<file path="src/rtl/usb_irq_pkg.sv">
package usb_irq_pkg;
    typedef enum logic {
        EP_DISABLED = 1'b0,
        EP_ENABLED  = 1'b1
    } ep_state_t;

    localparam int OCC_W = 2;
endpackage

</file>
<file path="src/rtl/in_ep_evt.sv">
module in_ep_evt
    import usb_irq_pkg::*;
#(
    parameter int OCC_W_P = OCC_W
) (
    input  logic             clk,
    input  logic             rst_n,
    input  logic             en,
    input  logic             tx_done,
    input  logic             auto_flush,
    input  logic             cpu_flush,
    input  logic [OCC_W_P-1:0] occ,
    output logic             evt
);
    ep_state_t state_q, state_d;
    logic      enable_evt;
    logic      flush_evt;

    always_ff @(posedge clk) begin
        if (!rst_n) state_q <= EP_DISABLED;
        else        state_q <= state_d;
    end

    always_comb begin
        state_d    = state_q;
        enable_evt = 1'b0;
        unique case (state_q)
            EP_DISABLED: if (en) begin
                state_d    = EP_ENABLED;
                enable_evt = 1'b1;
            end
            EP_ENABLED: if (!en) state_d = EP_DISABLED;
            default: state_d = EP_DISABLED;
        endcase
    end

    always_comb begin
        flush_evt = (auto_flush || cpu_flush) &&
                    (occ == OCC_W_P'(1) || occ == OCC_W_P'(2));
        evt = enable_evt || tx_done || flush_evt;
    end

    a_r2_enable_edge: assert property (@(posedge clk) disable iff (!rst_n)
        (state_q == EP_DISABLED && en) |=> (state_q == EP_ENABLED));

    a_r2_held_no_event: assert property (@(posedge clk) disable iff (!rst_n)
        (state_q == EP_ENABLED && !tx_done && !auto_flush && !cpu_flush) |-> !evt);

    a_r4_empty_flush: assert property (@(posedge clk) disable iff (!rst_n)
        (occ == '0 && state_q == EP_ENABLED && !tx_done) |-> !evt);
endmodule

</file>
<file path="src/rtl/err_agg.sv">
module err_agg #(
    parameter int N_SRC = 14
) (
    input  logic             clk,
    input  logic             rst_n,
    input  logic [N_SRC-1:0] srcs,
    output logic             evt
);
    logic [N_SRC-1:0] prev_q;

    always_ff @(posedge clk) begin
        if (!rst_n) prev_q <= '0;
        else        prev_q <= srcs;
    end

    always_comb evt = |(srcs & ~prev_q);

    a_r6_held_once: assert property (@(posedge clk) disable iff (!rst_n)
        evt |=> (!$stable(srcs) || !evt));
endmodule

</file>
<file path="src/rtl/status_reg.sv">
module status_reg #(
    parameter int REG_W  = 16,
    parameter int USED_W = 9
) (
    input  logic              clk,
    input  logic              rst_n,
    input  logic [USED_W-1:0] set,
    input  logic              wr,
    input  logic [REG_W-1:0]  wdata,
    output logic [REG_W-1:0]  q
);
    logic [USED_W-1:0] stat_q, clr;

    always_comb clr = wr ? wdata[USED_W-1:0] : '0;

    always_ff @(posedge clk) begin
        if (!rst_n) stat_q <= '0;
        else        stat_q <= (stat_q & ~clr) | set;
    end

    always_comb q = {{(REG_W-USED_W){1'b0}}, stat_q};

    for (genvar i = 0; i < USED_W; i++) begin : g_chk
        a_r7_clear: assert property (@(posedge clk) disable iff (!rst_n)
            (wr && wdata[i] && !set[i]) |=> !q[i]);
        a_r7_hold: assert property (@(posedge clk) disable iff (!rst_n)
            (q[i] && !(wr && wdata[i])) |=> q[i]);
        a_r8_set_wins: assert property (@(posedge clk) disable iff (!rst_n)
            set[i] |=> q[i]);
    end
endmodule

</file>
<file path="src/rtl/usb_ep_irq_status.sv">
module usb_ep_irq_status
    import usb_irq_pkg::*;
#(
    parameter int NUM_EP = 4,
    parameter int REG_W  = 16
) (
    input  logic                    clk,
    input  logic                    rst_n,
    input  logic [NUM_EP-1:0]       in_en,
    input  logic [NUM_EP-1:0]       in_tx_done,
    input  logic [NUM_EP-1:0]       in_auto_flush,
    input  logic [NUM_EP-1:0]       in_cpu_flush,
    input  logic [NUM_EP*OCC_W-1:0] in_occ,
    input  logic [NUM_EP-1:0]       out_rx_done,
    input  logic                    ctl_stall,
    input  logic                    ctl_setup_end,
    input  logic [NUM_EP-1:0]       in_underrun,
    input  logic [NUM_EP-1:0]       out_overrun,
    input  logic [NUM_EP-1:0]       out_stall,
    input  logic                    reg_wr,
    input  logic [REG_W-1:0]        reg_wdata,
    output logic [REG_W-1:0]        reg_rdata,
    output logic                    irq
);
    localparam int USED_W  = 2 * NUM_EP + 1;
    localparam int ERR_BIT = 2 * NUM_EP;
    localparam int N_ERR   = 2 + 3 * NUM_EP;

    logic [USED_W-1:0] set;
    logic [N_ERR-1:0]  err_srcs;
    logic              err_evt;

    for (genvar k = 0; k < NUM_EP; k++) begin : g_ep
        in_ep_evt #(.OCC_W_P(OCC_W)) u_in (
            .clk        (clk),
            .rst_n      (rst_n),
            .en         (in_en[k]),
            .tx_done    (in_tx_done[k]),
            .auto_flush (in_auto_flush[k]),
            .cpu_flush  (in_cpu_flush[k]),
            .occ        (in_occ[k*OCC_W +: OCC_W]),
            .evt        (set[2*k])
        );
        always_comb set[2*k+1] = out_rx_done[k];
    end

    always_comb err_srcs = {out_stall, out_overrun, in_underrun, ctl_setup_end, ctl_stall};

    err_agg #(.N_SRC(N_ERR)) u_err (
        .clk   (clk),
        .rst_n (rst_n),
        .srcs  (err_srcs),
        .evt   (err_evt)
    );

    always_comb set[ERR_BIT] = err_evt;

    status_reg #(.REG_W(REG_W), .USED_W(USED_W)) u_stat (
        .clk   (clk),
        .rst_n (rst_n),
        .set   (set),
        .wr    (reg_wr),
        .wdata (reg_wdata),
        .q     (reg_rdata)
    );

    always_comb irq = |reg_rdata;

    a_r9_irq_rises_on_event: assert property (@(posedge clk) disable iff (!rst_n)
        (|set) |=> irq);
endmodule

</file>
<file path="config.mk">
export PLATFORM = sky130hd
export DESIGN_NAME = usb_ep_irq_status
export DESIGN_NICKNAME = d
export VERILOG_FILES = /design/src/rtl/usb_irq_pkg.sv /design/src/rtl/in_ep_evt.sv /design/src/rtl/err_agg.sv /design/src/rtl/status_reg.sv /design/src/rtl/usb_ep_irq_status.sv
export SDC_FILE = /design/constraint.sdc
export NUM_CORES = 1
export LEC_CHECK = 0
export BUFFER_PORTS_ARGS = -buffer_cell sky130_fd_sc_hd__buf_2
export CORE_MARGIN = 2
export CORE_UTILIZATION = 45
export CTS_BUF_LIST = sky130_fd_sc_hd__clkbuf_8
export DETAILED_ROUTE_END_ITERATION = 10
export PLACE_DENSITY_LB_ADDON = 0.12
export SLEW_MARGIN = 20
export SYNTH_ARGS = -nofsm -noshare
export SYNTH_HDL_FRONTEND = slang
export SYNTH_HIERARCHICAL = 1
export SYNTH_SLANG_ARGS = --single-unit
</file>
<file path="constraint.sdc">
create_clock -name clk -period 1.7 [get_ports clk]
set_input_delay 0 -clock clk [delete_from_list [all_inputs] [get_ports clk]]
set_output_delay 0 -clock clk [all_outputs]
set_load 0.01 [all_outputs]
</file>
After elaboration in Yosys (flattened, before gate mapping)
Index checks and enable logic that the tools add are counted.
{"block": "word_totals", "reg_bits": 27, "latch_bits": 0, "ramBits": 0, "romBits": 0, "in_bits": 61, "output_inout_bits": 17, "elab_cells": 50, "n_memories": 0}
{"block": "classes", "add_sub_neg": 0, "n_mul": 0, "div_mod_pow": 0, "magnitude_cmp": 0, "eq_ne": 8, "shifts": 0, "mux": 9, "bitwise": 5, "reduce_logical": 22}
{"op": "$logic_or 1x1->1", "count": 16}
{"op": "$and 14x14->14", "count": 1}
{"op": "$not 14->14", "count": 1}
{"op": "$reduce_or 14->1", "count": 1}
{"op": "$and 9x9->9", "count": 1}
{"op": "$mux 9", "count": 1}
{"op": "$not 9->9", "count": 1}
{"op": "$or 9x9->9", "count": 1}
{"op": "$reduce_or 9->1", "count": 1}
{"op": "$eq 2x1->1 const B", "count": 4}
{"op": "$eq 2x2->1 const B", "count": 4}
{"op": "$mux 1", "count": 8}
{"op": "$logic_and 1x1->1", "count": 4}

Depth between registers and ports, before layout
{"block": "depth", "depth_word": 5, "ltp_mapped": 6, "mapped_depth_nobuf": 6}

Modules after synthesis
The synthesis kept the hierarchy.
{"module": "err_agg", "n_inst": 1, "cells_each": 52, "area_per_inst_um2": 485.5, "seq_area_each_um2": 280.3}
{"module": "status_reg", "n_inst": 1, "cells_each": 45, "area_per_inst_um2": 376.6, "seq_area_each_um2": 180.2}
{"module": "in_ep_evt", "n_inst": 4, "cells_each": 7, "area_per_inst_um2": 61.3, "seq_area_each_um2": 20.0}
{"module": "usb_ep_irq_status", "n_inst": 1, "cells_each": 5, "area_per_inst_um2": 31.3, "seq_area_each_um2": 0.0}

Worst setup path before layout
OpenSTA, ideal clock, no wires.
{"block": "synth_timing", "kind": "reg2reg", "startpoint": "reg u_err.prev_q[6]", "endpoint": "reg u_stat.stat_q[8]", "setup_time_ns": 0.125, "t_arrival_ns": 0.879, "t_required_ns": 1.575, "path_slack_ns": 0.696, "stages_incl_launch_ff": 6, "path_buffers": 0, "synth_period_minus_slack_ns": 1.004, "cell_sequence": "dfxtp_1 -> inv_1 -> a221oi_1 -> nand3_1 -> o21ai_0 -> a31oi_1"}
{"block": "synth_via", "elab_chain_len": 4}
{"element": "from (decl)", "line": "err_agg.sv:9", "text": "logic [N_SRC-1:0] prev_q;"}
{"element": "from (signal assigned)", "line": "err_agg.sv:13", "text": "else prev_q <= srcs;"}
{"element": "$not 14->14", "line": "err_agg.sv:16", "text": "always_comb evt = |(srcs & ~prev_q);"}
{"element": "$and 14x14->14", "line": "err_agg.sv:16"}
{"element": "$reduce_or 14->1", "line": "err_agg.sv:16"}
{"element": "net err_evt", "line": "usb_ep_irq_status.sv:31", "text": "logic err_evt;"}
{"element": "$or 9x9->9", "line": "status_reg.sv:18", "text": "else stat_q <= (stat_q & ~clr) | set;"}
{"element": "to (signal assigned)", "line": "status_reg.sv:18"}
{"element": "to (decl)", "line": "status_reg.sv:12", "text": "logic [USED_W-1:0] stat_q, clr;"}
The timed path passes the listed nets, and every way through them passes these cells.
A chain may end at the register's enable or synchronous reset.

Worst setup path in the final report
{"block": "layout_timing", "startpoint": "reg u_stat.stat_q[3]", "endpoint": "reg u_stat.stat_q[3]"}
{"block": "layout_via", "elab_chain_len": 2}
{"element": "$and 9x9->9", "line": "status_reg.sv:18"}
{"element": "$or 9x9->9", "line": "status_reg.sv:18"}
Every way passes these cells.

==> metrics <==
crit end category=flop; DRC viols=0; Hold WS=75.4 ps; largest family of logic cells by synthesized area=compound AO/OA/AOI/OAI gates; synth warn=6; # hold bufs at CTS=31; sequential area share after synthesis=47.5%; setup bufs post-CTS=0; Arr. time, crit path=1540 ps; clock-pin slew on the worst setup and hold paths=90 ps; post-synthesis register bit count=27; via/cell ratio=4.58; Post-Synth Adder-Cell Area=0%; largest net degree at the start of global routing=28; clock sinks=27; Fillers=184; vias in the first global route=1099; worst-case clock buffer depth=2; 1st-pass router iterations=4; Setup TNS Final=0 ps; leakage=0.938 nW; Via Count=1167; final worst slack=371 ps; VDD IR-drop max=0.000574 V; Max Clock Skew=1.67 ps; initial antenna violation count=0; Iteration-0 DRC Markers=15; global-route wire length before repair=4220 um; fraction of layout cells with a size suffix above 1=32.0%; DP Cell Count=220; Routed WL per cell=11.4 um; period utilisation layout=78.2%; Synth-to-Final Area Change=58.8%; Initial Util=46.8%; Setup-failing EPs final=0; Synth Area in XOR/XNOR=3.08%; diode count=0; Cell Pwr Density=721 mW/mm^2; total CTS buffers=3; DIE AREA=0.00295 mm^2; Hold Startpoint=reg_wr; status=finished, final reports clean; Tmin final=1330 ps; Max Slew Vio Count=0; Synth Instances=130; crit path from=u_stat/stat_q[3]; clk_lat worst skew=270 ps; Place WS=615 ps; Rows=18; crit path kind=reg -> reg; H-tree Lvls=1; Worst setup SP type=flop; number of buffers added on ports=63; most frequent cells in the layout=buf_2 (63), inv_1 (31), dlygate4sd3_1 (31), dfxtp_1 (27), and2_1 (17); chip width=54.3 um; TritonCTS clock tree=built; NumNets Final=287; Storage cell area=541 um^2; Mapped Area=0.00114 mm^2; area occupied by multi-input gates=442 um^2; RSZ-0062 raised after global routing=no; Achievable Freq=0.752 GHz; mean area per synthesized cell=8.76 um^2; final number of hold-violating endpoints=0; total gr overflow=0; quantity of gates resized following cts=0; antenna-violating nets left=0; Detailed Place HPWL=1870 um; Hold Crit Class=in -> reg; Root Buffer=clkbuf_8; reg2reg start=u_stat/stat_q[3]; CP Max Fanout=3; commonest non-fill, non-tap cell in the layout=buf_2; final non-filler cell total=255; RD Place Congestion=0.599; mux cell area share after synthesis=0%; Die Ht=54.3 um; Synth Area in Compound Gates=18.5%; Req. time, crit path=1910 ps; final WL=2920 um; Synth Area in Simple Gates=14.9%; design area=0.00181 mm^2; post-synth cell types=19; Core ar.=0.00243 mm^2; max cap viols=0; I/O pins=78; dpl cell area=0.00145 mm^2; gr usage total=20.3%
-- cells by family (layout without fill, tap and decap cells) --
| family | after synthesis | count (layout) |
|---|---|---|
| other | 1 | 7 |
| flip-flops | 27 | 27 |
| AND/OR/NAND/NOR | 29 | 29 |
| buffers and inverters | 40 | 129 |
| XOR/XNOR | 4 | 4 |
| AO/OA/AOI/OAI | 29 | 29 |
-- registers in the layout, summed over array words and instances (netlist names) --
signal             count
g_ep.u_in/state_q      4
u_err/prev_q          14
u_stat/stat_q          9
-- cells in the mapped netlist --
cell,n,share of area (%)
nand3_1,1,0.44
xnor2_1,4,3.1
o21ai_0,9,4.0
o22ai_1,5,2.7
nand4_1,1,0.55
inv_1,31,10
a221oi_1,2,1.5
and2_2,1,0.66
a31oi_1,9,4.9
buf_2,1,0.44
nor2_1,4,1.3
conb_1,1,0.33
buf_4,7,4.6
nor4_1,4,2.2
clkbuf_2,1,0.44
nor3_1,1,0.44
dfxtp_1,27,47
o221ai_2,4,5.3
and2_1,17,9.3
-- power breakdown --
group	total [mW]	switching [mW]	leakage (nW)	internal, mW
Sequential	0.691	0.0191	0.226	0.672
Clock	0.356	0.192	0.0255	0.164
Combinational	0.256	0.108	0.687	0.148
Total	1.30	0.319	0.938	0.984
-- cell type report --
type | instances | area share, %
multi-input combinational | 69 | 24.4
clock buffer | 3 | 2.28
inverter | 31 | 6.44
clock inverter | 1 | 0.277
tap | 30 | 2.08
timing repair buffer | 94 | 34.6
sequential | 27 | 29.9
-- per-layer routing --
| layer | global-route usage [%] | wire, um |
|---|---|---|
| met3 | 4.37 | 196 |
| met4 | 8.75 | 45 |
| met2 | 38.8 | 1460 |
| met5 | 0 | 0 |
| met1 | 20.8 | 1210 |
-- worst paths after layout --
check | endpoint | slack (ps) | cells past startpoint
worst max register to register | u_stat/stat_q[3] | 370 | 3
worst min register to register | u_stat/stat_q[2] | 580 | 2
worst max-delay path | u_stat/stat_q[3] | 370 | 3
worst min-delay path | u_stat/stat_q[4] | 80 | 2
-- critical path, stage by stage, from the launching register on --
cell and delay [ps]:
dfxtp_1 360, o21ai_0 90, a31oi_1 220, dlygate4sd3_1 600
-- per-stage QoR --
stage          total power, mW  utilization (%)
5_1_grt                   1.38             74.3
3_5_place_dp             0.899             59.7
2_1_floorplan            0.811                -
3_3_place_gp             0.890             59.7
4_1_cts                   1.31             74.3
6_report                  1.30             74.3
Note: power is estimated with default switching activity, not from simulation.
